`src/rtl/irq_chain_pkg.sv`:
```
package irq_chain_pkg;
  typedef enum logic [1:0] {
    CELL_IDLE = 2'd0,
    CELL_PASS = 2'd1,
    CELL_HOLD = 2'd2
  } cell_mode_e;
endpackage

```
`src/rtl/irq_cell.sv`:
```
module irq_cell
  import irq_chain_pkg::*;
(
  input  logic       pi,
  input  logic       req,
  output logic       po,
  output logic       hold,
  output cell_mode_e mode
);
  always_comb begin
    mode = CELL_IDLE;
    if (pi) mode = req ? CELL_HOLD : CELL_PASS;
  end

  assign hold = (mode == CELL_HOLD);
  assign po   = (mode == CELL_PASS);
endmodule

```
`src/rtl/irq_bus_mux.sv`:
```
module irq_bus_mux #(
  parameter int N_CELLS = 6,
  parameter int VEC_W   = 8,
  parameter logic [N_CELLS*VEC_W-1:0] VECTORS = '0
) (
  input  logic [N_CELLS-1:0] grant,
  output logic [VEC_W-1:0]   bus,
  output logic               valid
);
  logic [VEC_W-1:0] term [N_CELLS];
  logic [VEC_W-1:0] acc  [N_CELLS+1];

  assign acc[0] = '0;
  for (genvar k = 0; k < N_CELLS; k++) begin : g_term
    assign term[k]  = grant[k] ? VECTORS[k*VEC_W +: VEC_W] : '0;
    assign acc[k+1] = acc[k] | term[k];
  end

  assign bus   = acc[N_CELLS];
  assign valid = |grant;
endmodule

```
`src/rtl/irq_chain.sv`:
```
module irq_chain
  import irq_chain_pkg::*;
#(
  parameter int N_CELLS = 6,
  parameter int VEC_W   = 8,
  parameter logic [N_CELLS*VEC_W-1:0] VECTORS =
    {8'h54, 8'h50, 8'h4C, 8'h48, 8'h44, 8'h40}
) (
  input  logic               clk,
  input  logic               rst,
  input  logic [N_CELLS-1:0] req_i,
  input  logic               ack_i,
  output logic               irq_o,
  output logic [N_CELLS-1:0] grant_o,
  output logic [VEC_W-1:0]   bus_o,
  output logic               bus_valid_o,
  output logic               chain_out_o
);
  logic [N_CELLS:0]   link;
  logic [N_CELLS-1:0] hold;
  cell_mode_e         mode [N_CELLS];
  logic [VEC_W-1:0]   bus_c;
  logic               valid_c;

  assign link[0] = ack_i;

  for (genvar k = 0; k < N_CELLS; k++) begin : g_cell
    irq_cell u_cell (
      .pi   (link[k]),
      .req  (req_i[k]),
      .po   (link[k+1]),
      .hold (hold[k]),
      .mode (mode[k])
    );
  end

  irq_bus_mux #(
    .N_CELLS (N_CELLS),
    .VEC_W   (VEC_W),
    .VECTORS (VECTORS)
  ) u_mux (
    .grant (hold),
    .bus   (bus_c),
    .valid (valid_c)
  );

  always_ff @(posedge clk) begin
    if (rst) begin
      irq_o       <= 1'b0;
      grant_o     <= '0;
      bus_o       <= '0;
      bus_valid_o <= 1'b0;
      chain_out_o <= 1'b0;
    end else begin
      irq_o       <= |req_i;
      grant_o     <= hold;
      bus_o       <= bus_c;
      bus_valid_o <= valid_c;
      chain_out_o <= link[N_CELLS];
    end
  end
endmodule

```
`config.mk`:
```
export PLATFORM = sky130hd
export DESIGN_NAME = irq_chain
export DESIGN_NICKNAME = d
export VERILOG_FILES = /design/src/rtl/irq_chain_pkg.sv /design/src/rtl/irq_cell.sv /design/src/rtl/irq_bus_mux.sv /design/src/rtl/irq_chain.sv
export SDC_FILE = /design/constraint.sdc
export NUM_CORES = 1
export LEC_CHECK = 0
export BUFFER_PORTS_ARGS = -buffer_cell sky130_fd_sc_hd__buf_2
export CAP_MARGIN = 15
export CELL_PAD_IN_SITES_DETAIL_PLACEMENT = 1
export CELL_PAD_IN_SITES_GLOBAL_PLACEMENT = 1
export CORE_MARGIN = 2
export CORE_UTILIZATION = 30
export DETAILED_ROUTE_END_ITERATION = 12
export PLACE_DENSITY = 0.75
export SLEW_MARGIN = 10
export SYNTH_ARGS = -nofsm -noshare
export SYNTH_HDL_FRONTEND = slang
export SYNTH_SLANG_ARGS = --single-unit
```
`constraint.sdc`:
```
create_clock -name clk -period 1.2 [get_ports clk]
set_input_delay 0.12 -clock clk [delete_from_list [all_inputs] [get_ports clk]]
set_output_delay 0.12 -clock clk [all_outputs]
set_load 0.1 [all_outputs]
```
==> results of run 1 <==
==> metal layers <==
metal  global-route usage  wire length [um]  vias up
li1                     -                 -      186
met1                0.126               412      178
met2                0.174               502       13
met3               0.0163                54        2
met4                0.127                20        0
met5                    0                 0        -
==> cell type report <==
| class | count | area (um^2) |
|---|---|---|
| sequential | 13 | 260 |
| fill | 187 | 910 |
| tap | 16 | 20.0 |
| clock inverter | 1 | 5.00 |
| multi-input combinational | 25 | 190 |
| clock buffer | 3 | 22.5 |
| inverter | 3 | 11.3 |
| timing repair buffer | 21 | 105 |
==> registers in the layout, indices dropped and copies added, names as in the netlist <==
register	count
bus_valid_o	1
irq_o	1
grant_o	6
chain_out_o	1
bus_o	4
==> worst max-delay path by stage <==
| stage | startpoint | endpoint | slack [ns] | depth (start not counted) |
|---|---|---|---|---|
| 6_report | grant_o[0] | grant_o[0] | 0.07 | 1 |
| 4_1_cts | irq_o | irq_o | 0.05 | 1 |
| 3_3_place_gp | req_i[0] | grant_o[3] | 0.05 | 3 |
| 3_5_place_dp | req_i[0] | grant_o[4] | -0.01 | 3 |
| 5_1_grt | grant_o[0] | grant_o[0] | 0.02 | 1 |
| 2_1_floorplan | bus_o[2] | bus_o[2] | 0.17 | 0 |
==> cells by family (layout without fill, tap and decap cells) <==
family	after synthesis	count (layout)	synth area share
compound gates	4	4	0.0611
buf+inv	8	28	0.107
flops	13	13	0.529
simple gates	17	17	0.295
other cells	1	4	0.00763
==> power by group <==
group	switching [mW]	total, mW	internal [mW]
logic	0.181	0.211	0.0306
clock network	0.145	0.269	0.124
registers	0.00231	0.445	0.442
total	0.328	0.925	0.596
==> cells in the final DEF (no fill, tap or decap) <==
cell type and n:
a21oi_1 3, a221oi_2 1, buf_2 21, clkbuf_4 3, clkinv_2 1, conb_1 4
dfxtp_1 13, inv_1 3, nand2b_1 2, nor2_1 5, nor3_1 2, nor3_2 2
nor3b_2 1, nor4_1 1, nor4_4 1, nor4b_4 1, or3_4 1, or3b_1 1
==> metrics by stage <==
| stage | worst slack (ns) | power [mW] | instances |
|---|---|---|---|
| finish | 0.0654 | 0.925 | 82 |
| global route | 0.0192 | 0.969 | 82 |
| CTS | 0.0524 | 0.941 | 82 |
| detailed placement | -0.0108 | 0.666 | 78 |
| global placement | 0.0459 | 0.663 | 78 |
| floorplan | 0.171 | 0.635 | 46 |
==> reports/results.tsv, run 1 <==
metric	value	unit
synth-edff-count	0	
grt_usage	0.114	
drt_wl_total	989	um
crit_path_start_kind	register	
hold_slack	0.0181	ns
max_cap_viol_count	0	
ys_types	17	
fin_crit_sh	0.946	
core-area	0.00152	mm^2
clk_pin_slew	0.08	ns
fin_util	0.403	
place.gp.congestion	0.736	
synthCells	43	
dpl_cell_area	587	um^2
vdd_drop_max	0.000689	V
power_density	1500	mW/mm^2
grt_max_degree	10	
cp_slowest_cell	buf_2	
ys_ff_latch	13	
synthTopCellsByArea	dfxtp_1 53%, buf_4 6.1%, nor4b_4 4.8%	
yosysMostFrequentCell	dfxtp_1	
post-route-min-period	1.13	ns
crit_path_max_fanout	1	
fp.dieH	44.5	um
critPathCaptureType	output port	
cts_sinks	13	
synth.largest_area_cell	dfxtp_1	
fp.dieW	44.5	um
cp_data_required_time	1.08	ns
dr.pass1.iters	2	
postCtsSetupRepairBufs	0	
crit_buf_inv	1	
drive_above_1_share	0.485	
final_cell_area	614	um^2
min_path_cells	2	
row_count	14	
root_buffer	clkbuf_4	
clock_path_buffers	2	
hold_path_startpoint	rst	
fin_tns_setup	0	ns
cp_cell_sequence	buf_2	
port_buffers	21	
vias	379	
syn_avg_cell_area	11.4	um^2
yosys_most_used_dff	dfxtp_1	
slew_viol_final	0	
antenna_found_initial	0	
hold_path_end	irq_o	
dieArea	0.00198	mm^2
cts_buffers	3	
detail-route-antenna-nets	0	
crit_family	buffers and inverters	
setup_viol	0	
finalHoldViolCount	0	
grt_first_pass_wirelength	1560	um
crit_type	reg -> out	
yosysWarnings	0	
min_path_type	in -> reg	
synth_top_cell_area_share	0.529	
h-tree-depth	1	
start_util	0.323	
synth-async-reset-ratio	0	
cts_repair_resize_count	0	
slowest_delay	0.42	ns
p_leak	0.300	nW
cts_tree	done	
yosys-top-cells-count	13 x dfxtp_1, 5 x nor2_1, 4 x buf_4	
arrival	1.01	ns
drc	0	
drt_iter0_drc	2	
num-nets-final	76	
status	finished clean	
viasPerCell	4.62	
synth_area	492	um^2
dp_hpwl	784	um
grt_pass1_vias	356	
antenna_cells	0	
grt_setup_unrepaired	false	
syn_to_final_growth	24.9	%
gr-total-overflow	0	
fmax	881	MHz
wl_per_cell	12.1	um
yosysSeqAreaShare	0.529	
cts_hold_buf	0	
io_pins	26	
Note: power is estimated with default switching activity, not from simulation.
==> run 2, diff against run 1 <==
==> constraint.sdc (replaced) <==
create_clock -name clk -period 1.2 [get_ports clk]
set_input_delay 0.06 -clock clk [delete_from_list [all_inputs] [get_ports clk]]
set_output_delay 0.06 -clock clk [all_outputs]
set_load 0.1 [all_outputs]
==> run 2 against run 1 <==
Effect of this change:
- non-clock buffer count increased by 3
- hold slack improved by 0.021 ns
- global-route usage is 0.46 points higher
- largest power group unchanged
- critical path depth unchanged
- count of clock-buffer cells in the layout is 1 higher
- clock power decreased by 3%
- critical path type unchanged
- total power barely moved
==> reports/results.tsv, run 2 (synthesized netlist as in run 1, its figures left out) <==
metric	value	unit	change
slew-limit-headroom	0.660		
viasPerCell	4.46		was 4.62
grt_first_pass_wirelength	1640	um	was 1560 um
status	finished clean		unchanged
dp_hpwl	761	um	was 784 um
slew_viol_final	0		unchanged
fmax	940	MHz	was 881 MHz
vdd_drop_max	0.000627	V	was 0.000689 V
final_cell_mix	21 x buf_2, 13 x dfxtp_1, 5 x nor2_1, 4 x conb_1		unchanged
drc	0		unchanged
drt_wl_total	978	um	was 989 um
fp.dieW	44.5	um	unchanged
crit_path_start_kind	register		unchanged
finalPower	0.924	mW	was 0.925 mW
postCtsSetupRepairBufs	0		unchanged
finalHoldViolCount	0		unchanged
hold_path_startpoint	req_i[0]		was rst
dp_slack	0.0686	ns	was -0.0108 ns
worst_pin_slew	0.505	ns	
min_path_type	in -> reg		unchanged
largest_register	grant_o		unchanged
slowest_delay	0.42	ns	about the same
cts_tree	done		unchanged
cts_repair_resize_count	0		unchanged
row_count	14		unchanged
final_common_cell	buf_2		unchanged
grt_max_degree	10		unchanged
cts_buffers	3		unchanged
fin_tns_setup	0	ns	unchanged
post-route-min-period	1.06	ns	was 1.13 ns
hold_path_end	grant_o[0]		was irq_o
crit_path_max_fanout	1		unchanged
p_leak	0.310	nW	was 0.300 nW
io_pins	26		unchanged
clock_path_buffers	2		unchanged
vias	379		unchanged
place.gp.congestion	0.765		was 0.736
root_buffer	clkbuf_4		unchanged
setup_viol	0		unchanged
largest_reg_flops	6		unchanged
antenna_cells	0		unchanged
dr.pass1.iters	3		was 2
top_regs	grant_o (6), bus_o (4)		unchanged
wl_per_cell	11.5	um	was 12.1 um
critPathCaptureType	output port		unchanged
cp_slowest_cell	buf_2		unchanged
start_util	0.323		unchanged
max_cap_viol_count	0		unchanged
power_density	1440	mW/mm^2	was 1500 mW/mm^2
detail-route-antenna-nets	0		unchanged
cp_cell_sequence	buf_2		unchanged
cp_data_required_time	1.14	ns	was 1.08 ns
arrival	1.00	ns	was 1.01 ns
crit_type	reg -> out		unchanged
clk_pin_slew	0.08	ns	about the same
min_path_cells	3		was 2
num-nets-final	79		was 76
dieArea	0.00198	mm^2	unchanged
crit_buf_inv	1		unchanged
syn_to_final_growth	30.8	%	was 24.9%
grt_pass1_vias	380		was 356
antenna_found_initial	0		unchanged
fin_crit_sh	0.887		was 0.946
port_buffers	21		unchanged
core-area	0.00152	mm^2	unchanged
crit_family	buffers and inverters		unchanged
gr-total-overflow	0		unchanged
fin_ws	0.136	ns	was 0.0654 ns
grt_usage	0.118		was 0.114
h-tree-depth	1		unchanged
cts_sinks	13		unchanged
grt_setup_unrepaired	false		unchanged
fp.dieH	44.5	um	unchanged
drt_iter0_drc	2		unchanged
drive_above_1_share	0.449		was 0.485
cts_hold_buf	3		was 0
run 2: cell types whose count changed in the layout (fill, tap and decap cells not counted):
cell / before / now
dlygate4sd3_1: 0 / 3
clkinv_2: 1 / 0
clkbuf_1: 0 / 1
run 2: area by class of cell:
type | count | area (um^2)
Clock buffer | 4 | 26.3
Fill cell | 186 | 881
Inverter | 3 | 11.3
Multi-Input combinational cell | 25 | 190
Sequential cell | 13 | 260
Tap cell | 16 | 20.0
Timing Repair Buffer | 24 | 135
run 2: power breakdown:
part           internal (mW)  switching [mW]
Clock                  0.128           0.133
Combinational         0.0369           0.182
Sequential             0.442         0.00232
run 2: per-layer routing:
layer,share of wire,track usage,wire length [um],vias up
met5,0,0,0,-
met4,0.019,0.0909,19,0
met3,0.062,0.0286,61,2
met2,0.48,0.183,466,13
met1,0.44,0.140,430,174
li1,-,-,-,190
run 2: worst max-delay path by stage:
stage / from / end / slack [ns] / cells past startpoint
6_report: grant_o[0] / grant_o[0] / 0.14 / 1
2_1_floorplan: bus_o[2] / bus_o[2] / 0.23 / 0
5_1_grt: irq_o / irq_o / 0.08 / 1
3_5_place_dp: req_i[0] / grant_o[3] / 0.07 / 3
3_3_place_gp: req_i[0] / grant_o[3] / 0.11 / 3
4_1_cts: grant_o[0] / grant_o[0] / 0.12 / 1
run 2: stage by stage:
stage / hold slack (ns) / util / instance area, um^2 / instances
global placement: 0.250 / 0.385 / 587 / 78
finish: 0.0395 / 0.422 / 643 / 85
floorplan: 0.129 / - / 503 / 46
detailed placement: 0.252 / 0.385 / 587 / 78
global route: 0.0309 / 0.422 / 643 / 85
CTS: 0.0210 / 0.422 / 643 / 85
==> run 3, diff against run 2 <==
--- a/config.mk
+++ b/config.mk
@@ -13,5 +13,5 @@
 export CORE_UTILIZATION = 30
 export DETAILED_ROUTE_END_ITERATION = 12
-export PLACE_DENSITY = 0.75
+export PLACE_DENSITY = 0.77
 export SLEW_MARGIN = 10
 export SYNTH_ARGS = -nofsm -noshare
==> constraint.sdc (replaced) <==
create_clock -name clk -period 1.2 [get_ports clk]
set_input_delay 0.18 -clock clk [delete_from_list [all_inputs] [get_ports clk]]
set_output_delay 0.18 -clock clk [all_outputs]
set_load 0.1 [all_outputs]
==> run 3 against run 2 <==
Effect of this change:
- first-iteration DRC count decreased by 50%
- sequential share of layout area decreased by 7.5 points
- combinational power increased by 11%
- cell area increased by 23%
- worst setup slack got worse by 0.095 ns
- routed wire length decreased by 5.8%
- largest power group unchanged
- highest routed layer unchanged
==> reports/results.tsv, run 3 (synthesized netlist as in run 1, its figures left out) <==
metric	value	unit	change
critPathCaptureType	output port		unchanged
wl_per_cell	11.1	um	was 11.5 um
fin_crit_sh	0.966		was 0.887
largest_register	grant_o		unchanged
place.gp.congestion	0.723		was 0.765
crit_family	buffers and inverters		unchanged
vdd_drop_max	0.000606	V	was 0.000627 V
fin_cells	83		was 85
fmax	863	MHz	was 940 MHz
detail-route-antenna-nets	0		unchanged
h-tree-depth	1		unchanged
max_cap_viol_count	0		unchanged
final_cell_mix	13 x dfxtp_1, 11 x buf_12, 9 x buf_2, 5 x nor2_1		was 21 x buf_2, 13 x dfxtp_1, 5 x nor2_1, 4 x conb_1
crit_buf_inv	1		unchanged
dp_hpwl	793	um	was 761 um
grt_pass1_vias	376		was 380
dieArea	0.00198	mm^2	unchanged
grt_max_degree	10		unchanged
row_count	14		unchanged
final_cell_area	788	um^2	was 643 um^2
fin_ws	0.0411	ns	was 0.136 ns
dp_slack	0.0478	ns	was 0.0686 ns
slowest_delay	0.41	ns	was 0.42 ns
nFillCells	161		was 186
start_util	0.323		unchanged
core-area	0.00152	mm^2	unchanged
crit_type	reg -> out		unchanged
top_regs	grant_o (6), bus_o (4)		unchanged
postCtsSetupRepairBufs	0		unchanged
crit_path_start_kind	register		unchanged
drt_wl_total	921	um	was 978 um
fp.dieH	44.5	um	unchanged
grt_usage	0.115		was 0.118
antenna_cells	0		unchanged
root_buffer	clkbuf_4		unchanged
hold_slack	0.0826	ns	was 0.0395 ns
num-nets-final	77		was 79
antenna_found_initial	0		unchanged
arrival	0.98	ns	was 1.00 ns
drc	0		unchanged
fin_tns_setup	0	ns	unchanged
grt_first_pass_wirelength	1570	um	was 1640 um
power_density	1200	mW/mm^2	was 1440 mW/mm^2
port_buffers	21		unchanged
status	finished clean		unchanged
fp.dieW	44.5	um	unchanged
min_path_type	in -> reg		unchanged
cp_cell_sequence	buf_2		unchanged
clk_pin_slew	0.07	ns	was 0.08 ns
cp_slowest_cell	buf_2		unchanged
cp_data_required_time	1.02	ns	was 1.14 ns
drive_above_1_share	0.478		was 0.449
viasPerCell	4.35		was 4.46
drt_iter0_drc	1		was 2
cts_tree	done		unchanged
grt_setup_unrepaired	false		unchanged
final_common_cell	dfxtp_1		was buf_2
vias	361		was 379
cts_sinks	13		unchanged
slew_viol_final	0		unchanged
gr-total-overflow	0		unchanged
fin_util	0.517		was 0.422
cts_hold_buf	0		was 3
cts_repair_resize_count	0		unchanged
cts_buffers	3		unchanged
dpl_cell_area	759	um^2	was 587 um^2
finalHoldViolCount	0		unchanged
hold_path_startpoint	rst		was req_i[0]
p_leak	0.336	nW	was 0.310 nW
setup_viol	0		unchanged
finalPower	0.950	mW	was 0.924 mW
post-route-min-period	1.16	ns	was 1.06 ns
dpl.cell_count	79		was 78
io_pins	26		unchanged
largest_reg_flops	6		unchanged
syn_to_final_growth	60.3	%	was 30.8%
clock_path_buffers	2		unchanged
startpoint	bus_o[2]		was grant_o[0]
crit_path_max_fanout	1		unchanged
dr.pass1.iters	2		was 3
## run 3: cell count changes in the layout (fill, tap and decap cells not counted), sizes merged
cell         delta
clkbuf          +1
dlygate4sd3     -3
## run 3: layout make-up
cell class                      count  area [um^2]  area share
Timing Repair Buffer               22          280       0.356
Sequential cell                    13          260       0.330
Multi-Input combinational cell     25          190       0.241
Clock buffer                        4         26.3      0.0333
Tap cell                           16         20.0      0.0254
Inverter                            3         11.3      0.0143
## run 3: final timing paths
path / end / slack (ns) / cells after the start
setup / recovery: bus_o[2] / 0.04 / 1
hold / removal: irq_o / 0.08 / 2
## run 3: metal layers
metal  vias up  GRT usage  wire [um]
li1        183          -          -
met1       158      0.122        352
met2        18      0.177        458
met3         2     0.0531         90
met4         0     0.0848         20
met5         -          0          0
## run 3: report_power, final
part | total [mW] | internal [mW] | leakage, nW | switching [mW]
sequential | 0.451 | 0.443 | 0.106 | 0.00822
combinational | 0.243 | 0.0631 | 0.215 | 0.180
clock | 0.256 | 0.128 | 0.0150 | 0.128
